==> src/rtl/tmr_pkg.sv <==
package tmr_pkg;

    typedef enum logic [1:0] {
        ST_OFF    = 2'd0,
        ST_FREE   = 2'd1,
        ST_ONCE   = 2'd2,
        ST_PERIOD = 2'd3
    } chan_state_e;

    localparam logic [1:0] MODE_ONCE   = 2'd1;
    localparam logic [1:0] MODE_PERIOD = 2'd2;

    // Mode field to running state; 0 and 3 both run freely.
    function automatic chan_state_e run_state(input logic [1:0] mode);
        case (mode)
            MODE_ONCE:   return ST_ONCE;
            MODE_PERIOD: return ST_PERIOD;
            default:     return ST_FREE;
        endcase
    endfunction

endpackage

==> src/rtl/tmr_decode.sv <==
module tmr_decode #(
    parameter int NCH = 8
) (
    input  logic                     bus_wr,
    input  logic [$clog2(NCH)+2:0]   bus_addr,
    output logic [NCH-1:0]           ctrl_we,
    output logic [NCH-1:0]           cnt_we,
    output logic [$clog2(NCH)-1:0]   rd_chan,
    output logic                     rd_ctrl,
    output logic                     rd_cnt
);
    localparam int CH_W = $clog2(NCH);

    logic [CH_W-1:0] chan;
    logic            chan_ok;

    assign chan    = bus_addr[CH_W+2:3];
    assign chan_ok = (32'(chan) < NCH);
    assign rd_chan = chan;
    assign rd_ctrl = chan_ok && (bus_addr[2:0] == 3'd0);
    assign rd_cnt  = chan_ok && (bus_addr[2:0] == 3'd4);

    always_comb begin
        for (int i = 0; i < NCH; i++) begin
            ctrl_we[i] = bus_wr && rd_ctrl && (chan == CH_W'(i));
            cnt_we[i]  = bus_wr && rd_cnt  && (chan == CH_W'(i));
        end
    end

endmodule

==> src/rtl/tmr_channel.sv <==
module tmr_channel
    import tmr_pkg::*;
#(
    parameter int CW = 32
) (
    input  logic          clk,
    input  logic          rst_n,
    input  logic          ctrl_we,
    input  logic          ctrl_en,
    input  logic [1:0]    ctrl_mode,
    input  logic          cnt_we,
    input  logic [CW-1:0] cnt_wdata,
    output logic [CW-1:0] count_o,
    output logic          en_o,
    output logic [1:0]    mode_o,
    output logic          irq_o
);
    chan_state_e   st_q, st_d;
    logic [CW-1:0] cnt_q, cnt_d;
    logic [CW-1:0] rel_q, rel_d;
    logic [1:0]    mode_q, mode_d;
    logic          fire;
    logic          irq_q;
    logic          bus_hit;
    logic          at_zero;

    assign bus_hit = ctrl_we || cnt_we;
    assign at_zero = (cnt_q == '0);

    // Next-state and datapath decision
    always_comb begin
        st_d   = st_q;
        cnt_d  = cnt_q;
        rel_d  = rel_q;
        mode_d = mode_q;
        fire   = 1'b0;
        if (ctrl_we) begin
            mode_d = ctrl_mode;
            st_d   = ctrl_en ? run_state(ctrl_mode) : ST_OFF;
        end else if (cnt_we) begin
            cnt_d = cnt_wdata;
            rel_d = cnt_wdata;
        end else begin
            unique case (st_q)
                ST_OFF: begin
                end
                ST_FREE: begin
                    cnt_d = cnt_q - 1'b1;
                end
                ST_ONCE: begin
                    if (at_zero) begin
                        st_d = ST_OFF;
                        fire = 1'b1;
                    end else begin
                        cnt_d = cnt_q - 1'b1;
                    end
                end
                ST_PERIOD: begin
                    if (at_zero) begin
                        cnt_d = rel_q;
                        fire  = 1'b1;
                    end else begin
                        cnt_d = cnt_q - 1'b1;
                    end
                end
            endcase
        end
    end

    // State register
    always_ff @(posedge clk) begin
        if (!rst_n) begin
            st_q   <= ST_OFF;
            cnt_q  <= '0;
            rel_q  <= '0;
            mode_q <= 2'd0;
        end else begin
            st_q   <= st_d;
            cnt_q  <= cnt_d;
            rel_q  <= rel_d;
            mode_q <= mode_d;
        end
    end

    // Outputs
    always_ff @(posedge clk) begin
        if (!rst_n) irq_q <= 1'b0;
        else        irq_q <= fire;
    end

    assign count_o = cnt_q;
    assign en_o    = (st_q != ST_OFF);
    assign mode_o  = mode_q;
    assign irq_o   = irq_q;

    p_dec_r5: assert property (@(posedge clk) disable iff (!rst_n)
        (st_q != ST_OFF && !at_zero && !bus_hit) |=> (cnt_q == $past(cnt_q) - 1'b1));

    p_off_hold_r5: assert property (@(posedge clk) disable iff (!rst_n)
        (st_q == ST_OFF && !bus_hit) |=> ($stable(cnt_q) && !irq_q));

    p_once_stop_r6: assert property (@(posedge clk) disable iff (!rst_n)
        (st_q == ST_ONCE && at_zero && !bus_hit) |=> (st_q == ST_OFF && irq_q));

    p_period_reload_r7: assert property (@(posedge clk) disable iff (!rst_n)
        (st_q == ST_PERIOD && at_zero && !bus_hit) |=>
            (st_q == ST_PERIOD && cnt_q == $past(rel_q) && irq_q));

    p_free_wrap_r8: assert property (@(posedge clk) disable iff (!rst_n)
        (st_q == ST_FREE && at_zero && !bus_hit) |=> (cnt_q == '1 && !irq_q));

    p_irq_source_r8: assert property (@(posedge clk) disable iff (!rst_n)
        irq_q |-> ($past(st_q) == ST_ONCE || $past(st_q) == ST_PERIOD));

    p_write_wins_r11: assert property (@(posedge clk) disable iff (!rst_n)
        bus_hit |=> !irq_q);

endmodule

==> src/rtl/tmr_bank.sv <==
module tmr_bank #(
    parameter int NCH    = 8,
    parameter int CW     = 32,
    parameter int ADDR_W = $clog2(NCH) + 3
) (
    input  logic              clk,
    input  logic              rst_n,
    input  logic              bus_wr,
    input  logic [ADDR_W-1:0] bus_addr,
    input  logic [CW-1:0]     bus_wdata,
    output logic [CW-1:0]     bus_rdata,
    output logic [NCH-1:0]    irq
);
    localparam int CH_W = $clog2(NCH);

    logic [NCH-1:0]  ctrl_we;
    logic [NCH-1:0]  cnt_we;
    logic [CH_W-1:0] rd_chan;
    logic            rd_ctrl;
    logic            rd_cnt;
    logic [CW-1:0]   ch_count [NCH];
    logic            ch_en    [NCH];
    logic [1:0]      ch_mode  [NCH];

    tmr_decode #(.NCH(NCH)) u_decode (
        .bus_wr  (bus_wr),
        .bus_addr(bus_addr),
        .ctrl_we (ctrl_we),
        .cnt_we  (cnt_we),
        .rd_chan (rd_chan),
        .rd_ctrl (rd_ctrl),
        .rd_cnt  (rd_cnt)
    );

    for (genvar g = 0; g < NCH; g++) begin : g_chan
        tmr_channel #(.CW(CW)) u_chan (
            .clk      (clk),
            .rst_n    (rst_n),
            .ctrl_we  (ctrl_we[g]),
            .ctrl_en  (bus_wdata[0]),
            .ctrl_mode(bus_wdata[5:4]),
            .cnt_we   (cnt_we[g]),
            .cnt_wdata(bus_wdata),
            .count_o  (ch_count[g]),
            .en_o     (ch_en[g]),
            .mode_o   (ch_mode[g]),
            .irq_o    (irq[g])
        );
    end

    always_comb begin
        if (rd_ctrl)
            bus_rdata = {{(CW-6){1'b0}}, ch_mode[rd_chan], 3'b000, ch_en[rd_chan]};
        else if (rd_cnt)
            bus_rdata = ch_count[rd_chan];
        else
            bus_rdata = '0;
    end

    p_one_target_r2: assert property (@(posedge clk) disable iff (!rst_n)
        $onehot0({ctrl_we, cnt_we}));

    p_no_stray_write_r2: assert property (@(posedge clk) disable iff (!rst_n)
        (bus_wr && bus_addr[1:0] != 2'b00) |-> ({ctrl_we, cnt_we} == '0));

endmodule

==> config.mk <==
export PLATFORM = sky130hd
export DESIGN_NAME = tmr_bank
export DESIGN_NICKNAME = d
export VERILOG_FILES = /design/src/rtl/tmr_pkg.sv /design/src/rtl/tmr_decode.sv /design/src/rtl/tmr_channel.sv /design/src/rtl/tmr_bank.sv
export SDC_FILE = /design/constraint.sdc
export NUM_CORES = 2
export LEC_CHECK = 0
export BUFFER_PORTS_ARGS = -buffer_cell sky130_fd_sc_hd__buf_2
export CORE_ASPECT_RATIO = 1.2
export CORE_MARGIN = 4
export CORE_UTILIZATION = 30
export DETAILED_ROUTE_END_ITERATION = 16
export GPL_ROUTABILITY_DRIVEN = 0
export HOLD_SLACK_MARGIN = 0.03
export PLACE_DENSITY = 0.47
export SLEW_MARGIN = 40
export SYNTH_ARGS = -nofsm -noshare
export SYNTH_HDL_FRONTEND = slang
export SYNTH_HIERARCHICAL = 1
export SYNTH_SLANG_ARGS = --single-unit
==> constraint.sdc <==
create_clock -name clk -period 3 [get_ports clk]
set_clock_uncertainty 0.05 [all_clocks]
set_input_delay 0.6 -clock clk [delete_from_list [all_inputs] [get_ports clk]]
set_output_delay 0.6 -clock clk [all_outputs]
set_load 0.01 [all_outputs]
==> run metrics <==
register area share after synthesis 34.5%; Synth top area share 34.5%; Startpoint Class flip-flop; Achievable Freq 330 MHz; Ant. Diodes 0; MaxCap Viol Count 0; starting density of the core 30.4%; DR vias/cell 5.94; Final Cycle Share 101%; largest net degree at the start of global routing 60; RSZ-0062 raised after global routing yes; Layout Nets 4,411; Post-Synthesis Cell Area 0.0320 mm²; Syn Area/Cell 7.77 µm²; syn nets 4,184; leakage 14.2 nW; Critical Path RT 2.35 ns; Worst-Margin Slew 0.966 ns; clk_lat worst skew 0.65 ns; Post-synth ARST share 0%; arrival time worst endpoint 2.38 ns; DR iter-0 viols 3,576; share of layout cells above drive strength 1 17.7%; VDD IR max 0.000400 V; # H-tree levels 3; clock-pin slew on the worst setup and hold paths 0.06 ns; most frequent cell after synthesis nand2_1; Most used DFF post-synth dfxtp_1; worst reg-to-reg path cell count 9; crit-path max FO 9; Critical Path Max Stage Delay 0.48 ns; Die Width 306 µm; final worst setup slack -0.0341 ns; via count 34,300; Commonest cells post-synth 969 x nand2_1, 552 x dfxtp_1, 387 x a21oi_1; clk buf depth 3; fillers 10,900; max_slew headroom 35.6%; die area 0.112 mm²; Hold Buf Count CTS 0; final routed DRC violation total 0; vias in the first global route 32,000; Synthesis Warnings 6; Layout Cells excl Fill 5,782; fin area 0.0387 mm²; Area after DPL 0.0363 mm²; critical path class flip-flop to output port; violated checks setup timing; first-pass GRT wire length 225,000 µm; worst slack at placement 0.0545 ns; Synth Instances 4,119; status finished with violations; final WL 154,000 µm; Final setup viols 1; post-synthesis sequential element count 552; Pwr per Cell Area 494 mW/mm²; Die Y 366 µm; endpoints failing hold 0; min-delay worst type input port to flip-flop; cell accounting for the most synthesized area dfxtp_1; grt total ovfl 0; Placeable Area 0.105 mm²; DRT Pass-1 Iters 6; Unique masters post-synth 81; CTS root buf clkbuf_16; WL/cell 26.6 µm; Worst path slowest cell mux4_2; worst hold slack 0.276 ns; GRT Util Overall 26.7%; IO Pins 81; CTS tree done; Synth-to-Final Area Change 21.1%; crit path cell chain or2_4 -> mux4_2 -> mux2i_2 -> o32ai_4 -> buf_2; post-route ant nets 0; Fin Setup TNS -0.0341 ns; Final min period 3.03 ns; num rows 130; IO buf count 80; crit end category output port; worst hold path cell count 3; initial antenna violation count 8; Post-synth EDFFs 0; hpwl dp 107,000 µm; count of pins over their slew limit 0; CTS sink count 552; placed cells 5,662; ranking of synthesized cells by area dfxtp_1 35%, nand2_1 11%, a21oi_1 6.1%; total CTS buffers 66
[placed cells by master (no fill, tap or decap), types with 16 or more instances in the layout]
master	synthesis	layout
o21ai_0	204	204
buf_4	16	381
ha_1	24	24
nor3_1	101	95
buf_12	1	36
buf_2	61	75
mux2i_1	32	31
xor2_1	42	42
nand2_1	969	969
a21o_1	18	18
nand3_1	72	72
o31ai_1	36	36
nor4_1	88	86
clkbuf_16	0	71
o41ai_1	24	24
dfxtp_1	552	546
nor2_1	162	151
a311oi_1	54	54
mux4_2	66	66
nand4_1	62	62
xnor2_1	74	74
o221ai_1	24	24
o211ai_1	137	137
a21oi_1	387	385
inv_1	77	77
a31oi_1	190	190
nand2b_1	26	26
or4_1	64	64
clkbuf_1	231	16
[where the power goes]
group | internal [mW] | switching (mW) | leakage, nW
Sequential | 7.39 | 0.0938 | 4.45
Combinational | 1.04 | 1.74 | 8.65
Clock | 5.32 | 3.55 | 1.13
Total | 13.8 | 5.39 | 14.2
[metal layers]
layer / share of wire (%) / track usage, % / vias to the layer above
met4: 4.4 / 11.4 / 4
met3: 8.2 / 4.13 / 297
met1: 44 / 37.4 / 16800
li1: - / - / 15600
met5: 0.020 / 0 / -
met2: 43 / 40.9 / 1571
[flip-flops by register name, indices dropped and copies added, names as in the netlist]
name,cells
g_chan.u_chan/count_o,256
g_chan.u_chan/rel_q,256
g_chan.u_chan/mode_o,16
g_chan.u_chan/st_q,16
g_chan.u_chan/irq_o,8
[kinds of logic after synthesis]
kind of cell,after synthesis,synth area share (%)
adder cells (fa/ha/maj),24,0.939
XOR/XNOR,116,3.18
flip-flops,552,34.5
AND/OR/NAND/NOR,1686,25.1
AO/OA/AOI/OAI,1221,24.8
buffers and inverters,422,5.78
multiplexers,98,5.65
[worst max-delay path, delay by kind of cell (launching register included)]
kind	cells	cell delay, ns
AO/OA/AOI/OAI	1	0.18
buffers and inverters	1	0.18
flip-flops	1	0.38
AND/OR/NAND/NOR	1	0.26
multiplexers	2	0.72
[stage by stage]
stage | power [mW] | utilization [%]
global placement | 10.4 | 34.5
finish | 19.1 | 36.8
floorplan | 9.24 | -
global route | 19.7 | 36.8
CTS | 19.2 | 36.8
detailed placement | 10.4 | 34.5
[worst paths after layout]
path | start | to | slack, ns
worst max-delay path | g_chan[4].u_chan/st_q[0] | bus_rdata[0] | -0.03
worst min-delay path | bus_wdata[0] | g_chan[6].u_chan/rel_q[0] | 0.28
worst max register to register | g_chan[4].u_chan/count_o[1] | g_chan[4].u_chan/count_o[11] | 0.15
worst min register to register | g_chan[0].u_chan/rel_q[27] | g_chan[0].u_chan/rel_q[27] | 0.40
[timing repair]
item / in CTS / in global routing
hold endpoints to repair: 0 / 0
setup endpoints to repair: 1 / 4
buffers inserted: 3 / 0
pin swaps: 3 / 1
gates resized for setup: 16 / 6
[final cells by class]
type                       instances  area, µm²  area share, %
clock inverter                    18        299          0.772
timing repair buffer             495       4010           10.4
inverter                          86        323          0.833
multi-input combinational       3145      19300           49.8
sequential                       552      11100           28.6
tap                             1386       1730           4.48
clock buffer                     100       2020           5.20
Note: power is estimated with default switching activity, not from simulation.
